<file path="config.mk">
export PLATFORM = sky130hd
export DESIGN_NAME = cplx_scale_sel
export DESIGN_NICKNAME = d
export VERILOG_FILES = /design/src/rtl/cps_pkg.sv /design/src/rtl/cps_lane_scaler.sv /design/src/rtl/cps_aword_shifter.sv /design/src/rtl/cps_out_sel.sv /design/src/rtl/cplx_scale_sel.sv
export SDC_FILE = /design/constraint.sdc
export NUM_CORES = 1
export LEC_CHECK = 0
export ABC_CLOCK_PERIOD_IN_PS = 1600
export BUFFER_PORTS_ARGS = -buffer_cell sky130_fd_sc_hd__buf_4
export CAP_MARGIN = 10
export CORE_ASPECT_RATIO = 1.25
export CORE_MARGIN = 2
export CORE_UTILIZATION = 40
export DETAILED_ROUTE_END_ITERATION = 16
export GPL_TIMING_DRIVEN = 0
export MAX_ROUTING_LAYER = met4
export PLACE_DENSITY = 0.65
export SKIP_LAST_GASP = 1
export SLEW_MARGIN = 20
export SYNTH_ARGS = -nofsm -noshare
export SYNTH_HDL_FRONTEND = slang
export SYNTH_SLANG_ARGS = --single-unit
</file>
<file path="constraint.sdc">
create_clock -name clk -period 1.6 [get_ports clk]
set_input_delay 0.32 -clock clk [delete_from_list [all_inputs] [get_ports clk]]
set_output_delay 0.32 -clock clk [all_outputs]
set_load 0.1 [all_outputs]
</file>
<file path="src/rtl/cps_pkg.sv">
`timescale 1ns/1ps
package cps_pkg;
   typedef enum logic [1:0] {
      SC_NONE = 2'b00,
      SC_R1   = 2'b01,
      SC_R2   = 2'b10,
      SC_L1   = 2'b11
   } scale_e;

   typedef enum logic [1:0] {
      OS_HI = 2'b00,
      OS_LO = 2'b01,
      OS_RE = 2'b10,
      OS_IM = 2'b11
   } osel_e;
endpackage

</file>
<file path="src/rtl/cps_lane_scaler.sv">
`timescale 1ns/1ps
module cps_lane_scaler
   import cps_pkg::*;
#(
   parameter int W = 32
) (
   input  logic         clk,
   input  logic         rst_n,
   input  logic         bfp,
   input  logic [1:0]   code,
   input  logic [W-1:0] din,
   output logic [W-1:0] dout,
   output logic         ovf
);
   logic [W-1:0] nxt;
   logic         ovf_nxt;

   always_comb begin
      nxt     = din;
      ovf_nxt = 1'b0;
      if (!bfp) begin
         case (scale_e'(code))
            SC_L1: begin
               nxt     = {din[W-2:0], 1'b0};
               ovf_nxt = din[W-1] ^ din[W-2];
            end
            SC_R1:   nxt = {din[W-1], din[W-1:1]};
            SC_R2:   nxt = {{2{din[W-1]}}, din[W-1:2]};
            default: nxt = din;
         endcase
      end
   end

   always_ff @(posedge clk) begin
      if (!rst_n) begin
         dout <= '0;
         ovf  <= 1'b0;
      end else begin
         dout <= nxt;
         ovf  <= ovf_nxt;
      end
   end
endmodule

</file>
<file path="src/rtl/cps_aword_shifter.sv">
`timescale 1ns/1ps
module cps_aword_shifter #(
   parameter int W = 16
) (
   input  logic         clk,
   input  logic         rst_n,
   input  logic         bfp,
   input  logic [1:0]   code,
   input  logic [W-1:0] din,
   output logic [W-1:0] dout
);
   logic [W-1:0] nxt;

   always_comb begin
      nxt = din;
      if (bfp) begin
         case (code)
            2'b00:   nxt = {din[W-1], din[W-1:1]};
            2'b01:   nxt = {{2{din[W-1]}}, din[W-1:2]};
            2'b10:   nxt = {{3{din[W-1]}}, din[W-1:3]};
            default: nxt = {{4{din[W-1]}}, din[W-1:4]};
         endcase
      end
   end

   always_ff @(posedge clk) begin
      if (!rst_n) dout <= '0;
      else        dout <= nxt;
   end
endmodule

</file>
<file path="src/rtl/cps_out_sel.sv">
`timescale 1ns/1ps
module cps_out_sel
   import cps_pkg::*;
#(
   parameter int PW = 32
) (
   input  logic [1:0]      osel,
   input  logic [PW-1:0]   re,
   input  logic [PW-1:0]   im,
   output logic [PW/2-1:0] port_p,
   output logic [PW/2-1:0] port_q
);
   localparam int HW = PW / 2;

   always_comb begin
      case (osel_e'(osel))
         OS_HI: begin
            port_p = re[PW-1:HW];
            port_q = im[PW-1:HW];
         end
         OS_LO: begin
            port_p = re[HW-1:0];
            port_q = im[HW-1:0];
         end
         OS_RE: begin
            port_p = re[PW-1:HW];
            port_q = re[HW-1:0];
         end
         default: begin
            port_p = im[PW-1:HW];
            port_q = im[HW-1:0];
         end
      endcase
   end
endmodule

</file>
<file path="src/rtl/cplx_scale_sel.sv">
`timescale 1ns/1ps
module cplx_scale_sel
   import cps_pkg::*;
#(
   parameter int PW = 32,
   parameter int AW = 16
) (
   input  logic            clk,
   input  logic            rst_n,
   input  logic            bfp_mode,
   input  logic [1:0]      scale_sel,
   input  logic [PW-1:0]   prod_re,
   input  logic [PW-1:0]   prod_im,
   input  logic [1:0]      aw_code,
   input  logic [AW-1:0]   aword_re,
   input  logic [AW-1:0]   aword_im,
   input  logic [1:0]      osel,
   output logic [PW/2-1:0] port_p,
   output logic [PW/2-1:0] port_q,
   output logic            ovf_flag,
   output logic [AW-1:0]   aword_re_o,
   output logic [AW-1:0]   aword_im_o
);
   localparam int NLANE = 2;

   if (PW < 4 || (PW % 2) != 0) begin : g_bad_pw
      $error("cplx_scale_sel: PW must be even and at least 4");
   end
   if (AW < 5) begin : g_bad_aw
      $error("cplx_scale_sel: AW must be at least 5");
   end

   logic [PW-1:0] lane_in  [NLANE];
   logic [PW-1:0] lane_out [NLANE];
   logic [AW-1:0] a_in     [NLANE];
   logic [AW-1:0] a_out    [NLANE];
   logic [NLANE-1:0] lane_ovf;
   logic [PW-1:0] scaled_re;
   logic [PW-1:0] scaled_im;

   assign lane_in[0] = prod_re;
   assign lane_in[1] = prod_im;
   assign a_in[0]    = aword_re;
   assign a_in[1]    = aword_im;

   for (genvar g = 0; g < NLANE; g++) begin : g_lane
      cps_lane_scaler #(.W(PW)) u_scale (
         .clk  (clk),
         .rst_n(rst_n),
         .bfp  (bfp_mode),
         .code (scale_sel),
         .din  (lane_in[g]),
         .dout (lane_out[g]),
         .ovf  (lane_ovf[g])
      );
      cps_aword_shifter #(.W(AW)) u_ashift (
         .clk  (clk),
         .rst_n(rst_n),
         .bfp  (bfp_mode),
         .code (aw_code),
         .din  (a_in[g]),
         .dout (a_out[g])
      );
   end

   assign scaled_re  = lane_out[0];
   assign scaled_im  = lane_out[1];
   assign ovf_flag   = |lane_ovf;
   assign aword_re_o = a_out[0];
   assign aword_im_o = a_out[1];

   cps_out_sel #(.PW(PW)) u_sel (
      .osel  (osel),
      .re    (scaled_re),
      .im    (scaled_im),
      .port_p(port_p),
      .port_q(port_q)
   );
endmodule

</file>
==> results of run 1 <==
stage by stage:
stage,area (sq um),cells
2_1_floorplan,6206,646
3_3_place_gp,7675,990
3_5_place_dp,7675,990
4_1_cts,8179,1006
5_1_grt,8234,1006
6_report,8234,1006
cells by family (layout without fill, tap and decap cells):
logic type	Yosys count	in the layout	share of synthesized area
AOI/OAI and AO/OA	219	219	0.2502
and+or+nand+nor	144	144	0.1417
muxes	113	113	0.2048
DFF	98	98	0.3409
buffers and inverters	70	252	0.05935
xor gates and xnor gates	2	2	0.003044
layer usage:
layer	vias to the layer above	share of wire	routed length (um)	global-route usage
met3	53	0.064	1339	0.04384
li1	2766	-	-	-
met1	2834	0.39	8112	0.3117
met5	-	0	0	-
met4	0	0.037	765	0.1157
met2	270	0.51	10720	0.4756
worst min-delay path by stage:
stage / startpoint / to / slack [ns] / cells past startpoint
2_1_floorplan: aword_re[15] / g_lane[0].u_ashift.dout[15]$_SDFF_PN0_ / 0.44 / 1
3_3_place_gp: aword_im[0] / g_lane[1].u_ashift.dout[0]$_SDFF_PN0_ / 0.57 / 3
3_5_place_dp: aword_im[0] / g_lane[1].u_ashift.dout[0]$_SDFF_PN0_ / 0.57 / 3
4_1_cts: aword_im[0] / g_lane[1].u_ashift.dout[0]$_SDFF_PN0_ / 0.21 / 3
5_1_grt: aword_im[0] / g_lane[1].u_ashift.dout[0]$_SDFF_PN0_ / 0.24 / 3
6_report: aword_re[1] / g_lane[0].u_ashift.dout[1]$_SDFF_PN0_ / 0.22 / 3
worst max-delay path: cells and delay by family:
kind / cells / cell delay [ns]
simple gates: 1 / 0.11
compound gates: 1 / 0.15
buf+inv: 3 / 0.70
power breakdown:
part | leakage [uW] | internal, uW | switching, uW
sequential | 0.000817 | 2630 | 88.8
clock | 0.000155 | 1420 | 939
combinational | 0.00241 | 981 | 2020
cells in the mapped netlist, drive strengths merged:
master   number
a21oi        77
and2          2
buf          38
clkbuf       30
dfxtp        98
inv           2
mux2         26
mux2i        87
nand2        20
nand2b       28
nand3         1
nand3b       26
nor2         40
nor2b         1
nor3b        23
o211ai       21
o21ai        51
o21ba         1
o221a        27
o221ai       22
o22ai        16
o2bb2ai       4
or2           2
or3b          1
xnor2         2
layout make-up:
cell class,instances,area (sq um)
fill,1296,5989
multi-input combinational,478,3894
sequential,98,1962
timing repair buffer,166,1385
buffer,68,435.4
clock buffer,10,239.0
tap,178,222.7
clock inverter,6,88.84
inverter,2,7.507
flip-flops by register name, summed over array words and instances, names as in the netlist:
signal and cells:
g_lane.u_scale.ovf 2, g_lane.u_ashift.dout 32, g_lane.u_scale.dout 64
what timing repair did:
| action | in CTS | in global routing |
|---|---|---|
| hold buffers | 0 | 0 |
| gates resized for setup | 43 | 17 |
| gates cloned | 0 | 0 |
| hold endpoints to repair | 0 | 0 |
| endpoints found under the setup margin | 30 | 26 |
==> flow_metrics.env, run 1 <==
export IMPL_final_common_cell="buf_4"
export IMPL_leakagePower_uw=0.003379
export IMPL_grt_max_degree=17
export IMPL_fmax_mhz=620.1
export IMPL_min_period_over_period=1.008
export IMPL_cts_buffers=9
export IMPL_hold_slack_ns=0.2171
export IMPL_synth_nets=751
export IMPL_cp_max_fo=10
export IMPL_cts_path_max_buffers=2
export IMPL_critPathLaunchType="input pin"
export IMPL_cts_htree_levels=3
export IMPL_synthTopCellsByArea="dfxtp_1 (34%), mux2i_1 (15%), a21oi_1 (6.7%), o221a_1 (5.3%), mux2_2 (3.7%)"
export IMPL_yosys_area_top_type_share=0.3409
export IMPL_drt_iter0_drc=444
export IMPL_crit_required_ns=1.28
export IMPL_drtPass1Iterations=5
export IMPL_tns_ns=-0.01491
export IMPL_vias=5923
export IMPL_cp_slowest_cell="clkbuf_4"
export IMPL_synth_top_area_cell="dfxtp_1"
export IMPL_crit_path_cell_trace="clkbuf_4 -> buf_4 -> nor2_1 -> a21oi_4 -> buf_8"
export IMPL_initial_utilization=0.4046
export IMPL_post_cts_buffers=0
export IMPL_min_period_ns=1.613
export IMPL_ir_drop_uv=561.2
export IMPL_insertedDiodeCount=0
export IMPL_netlist_area_sq_um=5756
export IMPL_antenna_found_initial=0
export IMPL_place_port_buffers=166
export IMPL_grt_pass1_vias=6000
export IMPL_fin_ws_ns=-0.01271
export IMPL_fp_dieH_um=138.1
export IMPL_rsz0062_at_grt="true"
export IMPL_antenna_left=0
export IMPL_drv_slew=0
export IMPL_finalSetupViolations=2
export IMPL_status="finished, violations left"
export IMPL_p_total_uw=8075
export IMPL_arrival_ns=1.29
export IMPL_hold_viol_final=0
export IMPL_cts_root_buf="clkbuf_16"
export IMPL_dp_slack_ns=-0.3594
export IMPL_seq_area_frac_synth=0.3409
export IMPL_vias_per_cell=5.888
export IMPL_dp_hpwl_um=16530
export IMPL_drc_errors=0
export IMPL_powerDensity_nw_per_um2=980.7
export IMPL_yosys_warnings=0
export IMPL_fin_util=0.5789
export IMPL_rows=49
export IMPL_wl_per_cell_um=20.81
export IMPL_cp_end_kind="primary output"
export IMPL_syn_mean_instance_area_sq_um=8.909
export IMPL_critPathKind="input pin to primary output"
export IMPL_cap_violations=0
export IMPL_grt_pass1_wl_um=32290
export IMPL_ys_ff_latch=98
export IMPL_clkTransAtPathRegs_ns=0.07
export IMPL_violations="setup timing"
export IMPL_drt_total_wl_um=20940
export IMPL_synthToLayoutAreaGrowth_pct=43.07
export IMPL_tightest_slew_ns=0.6316
export IMPL_slowest_delay_ns=0.25
export IMPL_ios=170
export IMPL_core_area_sq_um=14220
export IMPL_gr_usage_all_layers=0.2737
export IMPL_synthCells=646
export IMPL_die_x_um=111.3
export IMPL_critPathCapture="port_p[3]"
export IMPL_grt_overflow=0
export IMPL_drive_above_1_share=0.3623
export IMPL_cts_tree="done"
export IMPL_gp_congestion=0.9358
export IMPL_nets=928
export IMPL_relSlewSlack=0.5789
export IMPL_layout_common_cells="buf_4 (144), dfxtp_1 (98), mux2i_1 (73), a21oi_1 (61), nor2_1 (39)"
export IMPL_cts_sinks=98
export IMPL_dieArea_sq_um=15370
export IMPL_synth_distinct_cells=33
export IMPL_crit_start="osel[0]"
export IMPL_hold_path_class="input pin to flip-flop"
Note: power is estimated with default switching activity, not from simulation.
==> run 2, diff against run 1 <==
- ABC_CLOCK_PERIOD_IN_PS: 1600 -> 1350
- CORE_ASPECT_RATIO: 1.25 -> 1.1
- PLACE_DENSITY: 0.65 -> 0.68
- clock period: 1.6 -> 1.35 ns (I/O delays scaled with it)
==> flow_metrics.env, run 2 (synthesis gave the netlist of run 1 again) <==
export IMPL_leakagePower_uw=0.003545
export IMPL_cp_slowest_cell="dfxtp_4"
export IMPL_dp_hpwl_um=16810
export IMPL_arrival_ns=1.20
export IMPL_status="finished, violations left"
export IMPL_grt_max_degree=17
export IMPL_routed_top_layer="met4"
export IMPL_top_regs="g_lane.u_scale.dout (64), g_lane.u_ashift.dout (32), g_lane.u_scale.ovf (2)"
export IMPL_postPlaceCellArea_sq_um=7705
export IMPL_clkTransAtPathRegs_ns=0.07
export IMPL_power_share_switching=0.3830
export IMPL_fill_cells=1118
export IMPL_drive_above_1_share=0.4399
export IMPL_drt_total_wl_um=22570
export IMPL_grt_pass1_vias=6131
export IMPL_finalSetupViolations=32
export IMPL_antenna_left=0
export IMPL_multi_input_area_sq_um=4203
export IMPL_drtPass1Iterations=5
export IMPL_ir_drop_uv=598.3
export IMPL_post_route_cell_area_sq_um=9060
export IMPL_switching_power_uw=3812
export IMPL_tns_ns=-2.281
export IMPL_gr_usage_all_layers=0.2966
export IMPL_ios=170
export IMPL_drt_iter0_drc=435
export IMPL_cts_htree_levels=3
export IMPL_power_internal_uw=6140
export IMPL_powerDensity_nw_per_um2=1098
export IMPL_core_area_sq_um=13910
export IMPL_cp_max_fo=2
export IMPL_place_port_buffers=166
export IMPL_placedCellCount=1000
export IMPL_final_cells=1021
export IMPL_nets=932
export IMPL_critPathLaunchType="flip-flop"
export IMPL_wl_per_cell_um=22.10
export IMPL_violations="setup timing"
export IMPL_vias=5995
export IMPL_p_total_uw=9952
export IMPL_layout_common_cells="buf_4 (142), dfxtp_1 (65), a21oi_1 (61), mux2i_1 (55), buf_12 (34)"
export IMPL_tightest_slew_ns=0.7111
export IMPL_cts_tree="done"
export IMPL_die_x_um=118.4
export IMPL_slowest_delay_ns=0.38
export IMPL_min_period_ns=1.474
export IMPL_cts_sinks=98
export IMPL_crit_required_ns=1.08
export IMPL_p_comb_frac=0.398
export IMPL_final_common_cell="buf_4"
export IMPL_cts_root_buf="clkbuf_16"
export IMPL_initial_utilization=0.4139
export IMPL_min_period_over_period=1.092
export IMPL_fp_dieH_um=129.8
export IMPL_cts_buffers=9
export IMPL_synthToLayoutAreaGrowth_pct=57.41
export IMPL_cap_violations=0
export IMPL_clock_power_share=0.272
export IMPL_fmax_mhz=678.3
export IMPL_gp_congestion=0.9367
export IMPL_vias_per_cell=5.872
export IMPL_relSlewSlack=0.5259
export IMPL_route_met3_wl_um=1505
export IMPL_cts_path_max_buffers=2
export IMPL_rows=45
export IMPL_hold_path_class="input pin to flip-flop"
export IMPL_regMostFlops="g_lane.u_scale.dout"
export IMPL_antenna_found_initial=1
export IMPL_drt_met1_wl_um=9252
export IMPL_critPathKind="flip-flop to primary output"
export IMPL_ff_latch_area_sq_um=2058
export IMPL_grt_pass1_wl_um=34380
export IMPL_route_met2_wl_um=11220
export IMPL_drv_slew=0
export IMPL_largest_reg_flops=64
export IMPL_fin_ws_ns=-0.1243
export IMPL_grt_overflow=0
export IMPL_drc_errors=0
export IMPL_crit_path_cell_trace="mux2i_4 -> a21oi_4 -> buf_12"
export IMPL_dieArea_sq_um=15370
export IMPL_p_seq_frac=0.330
export IMPL_rsz0062_at_grt="true"
export IMPL_cp_end_kind="primary output"
export IMPL_hold_viol_final=0
## run 2: cell count changes in the layout (fill, tap and decap cells not counted), sizes merged
| cell | change |
|---|---|
| bufinv | -1 |
| inv | +1 |
| diode | +1 |
| buf | -1 |
| clkinvlp | -1 |
| clkbuf | +6 |
## run 2: cell type report
| cell class | instances | area share |
|---|---|---|
| Timing Repair Buffer | 170 | 0.1925 |
| Inverter | 2 | 0.0008286 |
| Tap cell | 188 | 0.02596 |
| Buffer | 68 | 0.05483 |
| Clock buffer | 11 | 0.02790 |
| Antenna cell | 1 | 0.0002762 |
| Clock inverter | 5 | 0.006629 |
| Sequential cell | 98 | 0.2272 |
| Multi-Input combinational cell | 478 | 0.4639 |
## run 2: critical path, delay by kind of cell (launching register included)
family	cells	cell delay, ns
AO/OA/AOI/OAI	1	0.19
buffers and inverters	1	0.20
multiplexers	1	0.08
flip-flops	1	0.38
## run 2: through the flow
stage	hold WS (ns)	utilization	setup WS [ns]
detailed placement	0.5122	0.5540	-0.3236
CTS	0.1624	0.6341	-0.1069
global route	0.1771	0.6515	-0.1369
finish	0.1630	0.6515	-0.1243
global placement	0.5182	0.5540	-0.2904
floorplan	0.3917	-	-0.2040
## run 2: final timing paths
| kind | cells after the start | from | end |
|---|---|---|---|
| worst max-delay path | 3 | g_lane[0].u_scale.dout[0]$_SDFF_PN0_ | port_p[0] |
| worst min-delay path | 3 | aword_re[0] | g_lane[0].u_ashift.dout[0]$_SDFF_PN0_ |
## run 2: power by group through the flow
stage | Clock [uW] | Combinational, uW | Sequential [uW]
finish | 2710 | 3960 | 3280
global route | 2870 | 4110 | 3300
CTS | 2720 | 3850 | 3280
detailed placement | 0 | 3430 | 3280
global placement | 0 | 3400 | 3270
floorplan | 0 | 1930 | 3800
## run 2: layer usage
layer | vias up | GRT usage
met5 | - | -
met4 | 0 | 0.09314
met3 | 40 | 0.05988
met2 | 262 | 0.5063
met1 | 2904 | 0.3547
li1 | 2789 | -
## run 2: timing repair
item,CTS,global route
gates resized for setup,194,45
hold buffers,0,0
cloned,1,2
pin swaps,13,6
endpoints found under the setup margin,33,41
buffers inserted,0,1
